## config.mk

```make
export PLATFORM = sky130hd
export DESIGN_NAME = dbc_pwm
export DESIGN_NICKNAME = d
export VERILOG_FILES = /design/src/rtl/dbc_pwm_pkg.sv /design/src/rtl/dbc_pwm_timebase.sv /design/src/rtl/dbc_pwm_regs.sv /design/src/rtl/dbc_pwm_outstage.sv /design/src/rtl/dbc_pwm.sv
export SDC_FILE = /design/constraint.sdc
export NUM_CORES = 1
export LEC_CHECK = 0
export CAP_MARGIN = 10
export CORE_ASPECT_RATIO = 1.75
export CORE_UTILIZATION = 48
export DETAILED_ROUTE_END_ITERATION = 7
export GPL_ROUTABILITY_DRIVEN = 0
export PLACE_DENSITY = 0.74
export SYNTH_ARGS = -nofsm -noshare
export SYNTH_HDL_FRONTEND = slang
export SYNTH_HIERARCHICAL = 1
export SYNTH_SLANG_ARGS = --single-unit
export TNS_END_PERCENT = 20
```

## constraint.sdc

```tcl
create_clock -name clk -period 2.5 [get_ports clk]
set_clock_uncertainty 0.2 [all_clocks]
set_input_delay 0.5 -clock clk [delete_from_list [all_inputs] [get_ports clk]]
set_output_delay 0.5 -clock clk [all_outputs]
set_load 0.02 [all_outputs]
```

## src/rtl/dbc_pwm_pkg.sv

```systemverilog
package dbc_pwm_pkg;

  localparam logic [1:0] ADDR_DUTY = 2'd0;
  localparam logic [1:0] ADDR_PRD  = 2'd1;
  localparam logic [1:0] ADDR_CFG  = 2'd2;
  localparam logic [1:0] ADDR_STAT = 2'd3;

  localparam logic [2:0] MODE_EDGE = 3'b110;
  localparam logic [2:0] MODE_CTR  = 3'b111;
  localparam logic [4:0] SYNC_SELF = 5'h1F;

  localparam int N_EN   = 7;
  localparam int N_SYNC = 31;

  typedef struct packed {
    logic       flt_tri;   // [15]
    logic       flt_lvl;   // [14]
    logic       flt_en;    // [13]
    logic       inv;       // [12]
    logic       trig;      // [11]
    logic [4:0] ssel;      // [10:6]
    logic [2:0] csel;      // [5:3]
    logic [2:0] mode;      // [2:0]
  } cfg_t;

  localparam int CFG_W = $bits(cfg_t);

  function automatic logic edge_lvl(input logic [31:0] t, input logic [31:0] d,
                                    input logic [31:0] p);
    return (t < d) || (d >= p);
  endfunction

  function automatic logic ctr_lvl(input logic [31:0] t, input logic [31:0] d,
                                   input logic [31:0] p);
    return (t >= d) && (t < p);
  endfunction

endpackage

```

## src/rtl/dbc_pwm_timebase.sv

```systemverilog
module dbc_pwm_timebase
  import dbc_pwm_pkg::*;
#(
  parameter int W = 16
) (
  input  logic              clk,
  input  logic              rst_n,
  input  logic              active,
  input  logic              trig,
  input  logic [2:0]        csel,
  input  logic [4:0]        ssel,
  input  logic [N_EN-1:0]   en_src,
  input  logic [N_SYNC-1:0] sync_src,
  input  logic [W-1:0]      duty_buf,
  input  logic [W-1:0]      prd_buf,
  output logic [W-1:0]      tmr,
  output logic [W-1:0]      duty_act,
  output logic [W-1:0]      prd_act,
  output logic              counting,
  output logic              prd_hit,
  output logic              cmp_hit,
  output logic              roll,
  output logic              ld
);

  logic [N_EN:0]   en_vec;
  logic [N_SYNC:0] sync_vec;
  logic            tick;
  logic            ext_evt;
  logic            run;

  assign en_vec   = {1'b1, en_src};
  assign sync_vec = {1'b0, sync_src};

  always_comb begin
    tick     = en_vec[csel];
    ext_evt  = (ssel == SYNC_SELF) ? 1'b0 : sync_vec[ssel];
    counting = active && (!trig || run);
    prd_hit  = counting && tick && (tmr == prd_act);
    cmp_hit  = counting && tick && (tmr == duty_act);
    if (trig) roll = prd_hit;
    else      roll = active && ((ssel == SYNC_SELF) ? prd_hit : ext_evt);
    ld = !active || roll || (trig && !run);
  end

  always_ff @(posedge clk) begin
    if (!rst_n) begin
      tmr      <= '0;
      run      <= 1'b0;
      duty_act <= '0;
      prd_act  <= '0;
    end else begin
      if (!active || !trig)    run <= 1'b0;
      else if (!run && ext_evt) run <= 1'b1;
      else if (prd_hit)        run <= 1'b0;

      if (!counting || roll) tmr <= '0;
      else if (tick)         tmr <= tmr + 1'b1;

      if (ld) begin
        duty_act <= duty_buf;
        prd_act  <= prd_buf;
      end
    end
  end

endmodule

```

## src/rtl/dbc_pwm_regs.sv

```systemverilog
module dbc_pwm_regs
  import dbc_pwm_pkg::*;
#(
  parameter int W = 16
) (
  input  logic         clk,
  input  logic         rst_n,
  input  logic         wr_en,
  input  logic [1:0]   wr_addr,
  input  logic [W-1:0] wr_data,
  input  logic [1:0]   rd_addr,
  output logic [W-1:0] rd_data,
  input  logic         fault_set,
  input  logic         irq_set,
  output logic [W-1:0] duty_buf,
  output logic [W-1:0] prd_buf,
  output cfg_t         cfg,
  output logic         flt_lat,
  output logic         irq_flag
);

  logic stat_wr;
  assign stat_wr = wr_en && (wr_addr == ADDR_STAT);

  always_ff @(posedge clk) begin
    if (!rst_n) begin
      duty_buf <= '0;
      prd_buf  <= '0;
      cfg      <= '0;
      flt_lat  <= 1'b0;
      irq_flag <= 1'b0;
    end else begin
      if (wr_en && wr_addr == ADDR_DUTY) duty_buf <= wr_data;
      if (wr_en && wr_addr == ADDR_PRD)  prd_buf  <= wr_data;
      if (wr_en && wr_addr == ADDR_CFG)  cfg      <= cfg_t'(wr_data[CFG_W-1:0]);

      if (fault_set)                 flt_lat <= 1'b1;
      else if (stat_wr && wr_data[0]) flt_lat <= 1'b0;

      if (irq_set)                   irq_flag <= 1'b1;
      else if (stat_wr && wr_data[1]) irq_flag <= 1'b0;
    end
  end

  always_comb begin
    case (rd_addr)
      ADDR_DUTY: rd_data = duty_buf;
      ADDR_PRD:  rd_data = prd_buf;
      ADDR_CFG:  rd_data = W'(cfg);
      default:   rd_data = W'({irq_flag, flt_lat});
    endcase
  end

endmodule

```

## src/rtl/dbc_pwm_outstage.sv

```systemverilog
module dbc_pwm_outstage
  import dbc_pwm_pkg::*;
#(
  parameter int W = 16
) (
  input  logic         clk,
  input  logic         rst_n,
  input  logic [2:0]   mode,
  input  logic         active,
  input  logic         counting,
  input  logic         roll,
  input  logic [W-1:0] tmr,
  input  logic [W-1:0] duty_act,
  input  logic [W-1:0] prd_act,
  input  logic         flt_en,
  input  logic         flt_lvl,
  input  logic         flt_tri,
  input  logic         inv,
  input  logic         flt_in,
  input  logic         flt_lat,
  output logic         fault_set,
  output logic         fault_force,
  output logic         pwm_out,
  output logic         pwm_oe
);

  logic flt_hold;
  logic raw;
  logic lvl;

  always_comb begin
    fault_set   = flt_en && flt_in;
    fault_force = fault_set || flt_hold;
    case (mode)
      MODE_EDGE: raw = counting && edge_lvl(32'(tmr), 32'(duty_act), 32'(prd_act));
      MODE_CTR:  raw = counting && ctr_lvl(32'(tmr), 32'(duty_act), 32'(prd_act));
      default:   raw = 1'b0;
    endcase
    lvl     = fault_force ? flt_lvl : raw;
    pwm_out = lvl ^ inv;
    pwm_oe  = !(fault_force && flt_tri);
  end

  always_ff @(posedge clk) begin
    if (!rst_n)                               flt_hold <= 1'b0;
    else if (fault_set)                       flt_hold <= 1'b1;
    else if (!flt_lat && (roll || !active))   flt_hold <= 1'b0;
  end

endmodule

```

## src/rtl/dbc_pwm.sv

```systemverilog
module dbc_pwm
  import dbc_pwm_pkg::*;
#(
  parameter int W = 16
) (
  input  logic              clk,
  input  logic              rst_n,
  input  logic              wr_en,
  input  logic [1:0]        wr_addr,
  input  logic [W-1:0]      wr_data,
  input  logic [1:0]        rd_addr,
  output logic [W-1:0]      rd_data,
  input  logic [N_EN-1:0]   clk_en_src,
  input  logic [N_SYNC-1:0] sync_src,
  input  logic              flt_in,
  output logic              pwm_out,
  output logic              pwm_oe,
  output logic              irq
);

  cfg_t         cfg;
  logic [W-1:0] duty_buf, prd_buf, tmr, duty_act, prd_act;
  logic         active, counting, prd_hit, cmp_hit, roll, ld;
  logic         fault_set, fault_force, flt_lat, irq_flag;
  logic         flt_lvl, flt_tri, inv;

  assign active  = (cfg.mode == MODE_EDGE) || (cfg.mode == MODE_CTR);
  assign flt_lvl = cfg.flt_lvl;
  assign flt_tri = cfg.flt_tri;
  assign inv     = cfg.inv;
  assign irq     = irq_flag;

  dbc_pwm_regs #(.W(W)) u_regs (
    .clk(clk), .rst_n(rst_n), .wr_en(wr_en), .wr_addr(wr_addr), .wr_data(wr_data),
    .rd_addr(rd_addr), .rd_data(rd_data), .fault_set(fault_set),
    .irq_set(cmp_hit || prd_hit), .duty_buf(duty_buf), .prd_buf(prd_buf),
    .cfg(cfg), .flt_lat(flt_lat), .irq_flag(irq_flag)
  );

  dbc_pwm_timebase #(.W(W)) u_tb (
    .clk(clk), .rst_n(rst_n), .active(active), .trig(cfg.trig), .csel(cfg.csel),
    .ssel(cfg.ssel), .en_src(clk_en_src), .sync_src(sync_src), .duty_buf(duty_buf),
    .prd_buf(prd_buf), .tmr(tmr), .duty_act(duty_act), .prd_act(prd_act),
    .counting(counting), .prd_hit(prd_hit), .cmp_hit(cmp_hit), .roll(roll), .ld(ld)
  );

  dbc_pwm_outstage #(.W(W)) u_out (
    .clk(clk), .rst_n(rst_n), .mode(cfg.mode), .active(active), .counting(counting),
    .roll(roll), .tmr(tmr), .duty_act(duty_act), .prd_act(prd_act),
    .flt_en(cfg.flt_en), .flt_lvl(flt_lvl), .flt_tri(flt_tri), .inv(inv),
    .flt_in(flt_in), .flt_lat(flt_lat), .fault_set(fault_set),
    .fault_force(fault_force), .pwm_out(pwm_out), .pwm_oe(pwm_oe)
  );

endmodule

```

==> out/qor.yml <==
outcome:
  status: "complete, but fails checks"
  violations: "setup timing"
layout:
  fin_util: 0.683
  final_cell_mix: "buf_4 (101), nand2_1 (78), dfxtp_1 (77), mux2i_1 (68), clkdlybuf4s50_1 (50)"
  instances_no_fill: 1044
  post_route_cells_drive_above_1_share: 0.315
  diodes: 0
  fin_nets: 978
  n_fill_cell: 955
  layout_commonest_cell: "buf_4"
  area_growth_pct: 39.9
drt:
  drcViolationCount: 0
  first_pass_iters: 5
  drt_iter0_markers: 366
  routed_via_density: 6.07
  wire_per_inst_um: 20.9
  wirelength_mm: 21.8
  vias: 6332
  final_antenna_net_count: 0
sta:
  worst_pin_slew_ps: 1140
  setup_slack_ps: -748
  finalSetupViolCount: 32
  fin_crit_ps: 3250
  rsz0062_at_grt: "true"
  fin_tns_setup_ps: -2420
  finalMaxSlewViolations: 0
  hold_ws_ps: 287
  finalCritPeriodShare: 1.30
  final_hold_viol_count: 0
  slew_headroom: 0.241
  fmax_mhz: 308
logic_synthesis:
  ys_warn_count: 6
  syn_inst: 706
  syn-num-nets: 816
  syn_area_um2: 6280
  avgSynthCellArea_um2: 8.90
worst_setup_path:
  arrival_ps: 2550
  setup.worst_path.end_class: "output port"
  crit_end: "pwm_out"
  r2r_start: "u_tb/tmr[1]"
  rr_worst_depth: 8
  cp.required_ps: 1800
  crit_start: "u_tb/duty_act[5]"
  regToRegSetupSlack_ps: -270
  crit_type: "register to output port"
  cp_max_fo: 2
  startpoint_type: "register"
  reg2reg_to: "u_tb/duty_act[5]"
min_path:
  holdCritPathClass: "register to register"
power:
  powerDensity_nw_per_um2: 427
  leakagePower_nw: 3.70
  irDropWorstVdd_uv: 417
  power_mw: 3.75
clock_network:
  clockRootBuffer: "clkbuf_16"
  numCtsBuffers: 9
  clk_pin_slew_ps: 70
  clk_latency_ps: 350
  cts_hold_buf: 0
  cts_tree: "done"
  cts_sinks: 100
  cts_max_path_buffers: 2
  h-tree-depth: 3
die:
  die-area_um2: 13600
  die_x_um: 88.5
  io_pins: 81
  coreArea_um2: 12900
  start_util: 0.488
  die-height_um: 153
  num_rows: 55
global_routing:
  grt_max_degree: 37
  grt_remaining_overflow: 0
  antenna_found_initial: 0
  grt_usage: 0.309
  grt_pass1_vias: 6405
  grt_pass1_wl_mm: 31.9
job:
  drv_cap: 0
placed_design:
  dp_cells: 1017
  dp_hpwl_mm: 14.5
  portBuffers: 80
[worst min path at each step]
| stage | slack (ps) | start | end | depth (start not counted) |
|---|---|---|---|---|
| global placement | 260 | u_regs/prd_buf[11] | u_regs/prd_buf[11] | 2 |
| floorplan | 230 | u_tb/run | u_tb/run | 1 |
| global route | 310 | u_regs/prd_buf[11] | u_regs/prd_buf[11] | 2 |
| detailed placement | 270 | u_regs/duty_buf[0] | u_regs/duty_buf[0] | 2 |
| CTS | 290 | u_regs/duty_buf[3] | u_regs/duty_buf[3] | 2 |
| finish | 290 | u_regs/prd_buf[14] | u_regs/prd_buf[14] | 2 |
[layer usage]
layer,part of all wire,GRT usage,wire length [µm],vias up
met3,0.048,0.0464,1050,124
li1,-,-,-,2847
met5,0,0,0,-
met1,0.34,0.309,7390,3058
met4,0.095,0.247,2070,0
met2,0.52,0.546,11300,303
[per-stage QoR]
step	cell area [µm²]	setup WS [ps]
2_1_floorplan	6290	-115
3_3_place_gp	7870	-942
3_5_place_dp	7870	-967
4_1_cts	8530	-630
5_1_grt	8790	-777
6_report	8790	-748
[power by group]
| group | leakage, nW | switching [mW] | internal (mW) | total [mW] |
|---|---|---|---|---|
| sequential | 0.823 | 0.0418 | 1.63 | 1.67 |
| clock | 0.157 | 0.667 | 0.826 | 1.49 |
| combinational | 2.72 | 0.293 | 0.298 | 0.591 |
| total | 3.70 | 1.00 | 2.75 | 3.75 |
[state kept, by name, indices dropped and copies added, names as in the netlist]
signal / cells
u_regs/irq_flag: 1
u_regs/cfg: 16
u_regs/flt_lat: 1
u_tb/prd_act: 16
u_out/flt_hold: 1
u_regs/prd_buf: 16
u_regs/duty_buf: 16
u_tb/tmr: 16
u_tb/duty_act: 16
u_tb/run: 1
[layout make-up]
cell class                      count  area (µm²)  area share
Multi-Input combinational cell    523        4390       0.499
Tap cell                          171         214      0.0243
Clock buffer                       10         239      0.0272
Timing Repair Buffer              193        1670       0.190
Clock inverter                      6        78.8     0.00897
Inverter                           41         154      0.0175
Sequential cell                   100        2040       0.232
[repair_timing]
item                                    4_1_cts  5_1_grt
endpoints found under the setup margin       67       59
setup buffers                                 6        4
pin swaps                                    39       14
gates cloned                                  1        3
resized for setup                           162       48
[worst max-delay path: stages (launching register included)]
cell and delay (ps):
dfxtp_4 360, buf_4 150, ha_4 250, a21oi_2 130
nor2_1 80, a211oi_2 320, o41ai_4 190, a211oi_4 280
a211oi_4 120, xor2_2 150, buf_4 170
Note: power is estimated with default switching activity, not from simulation.
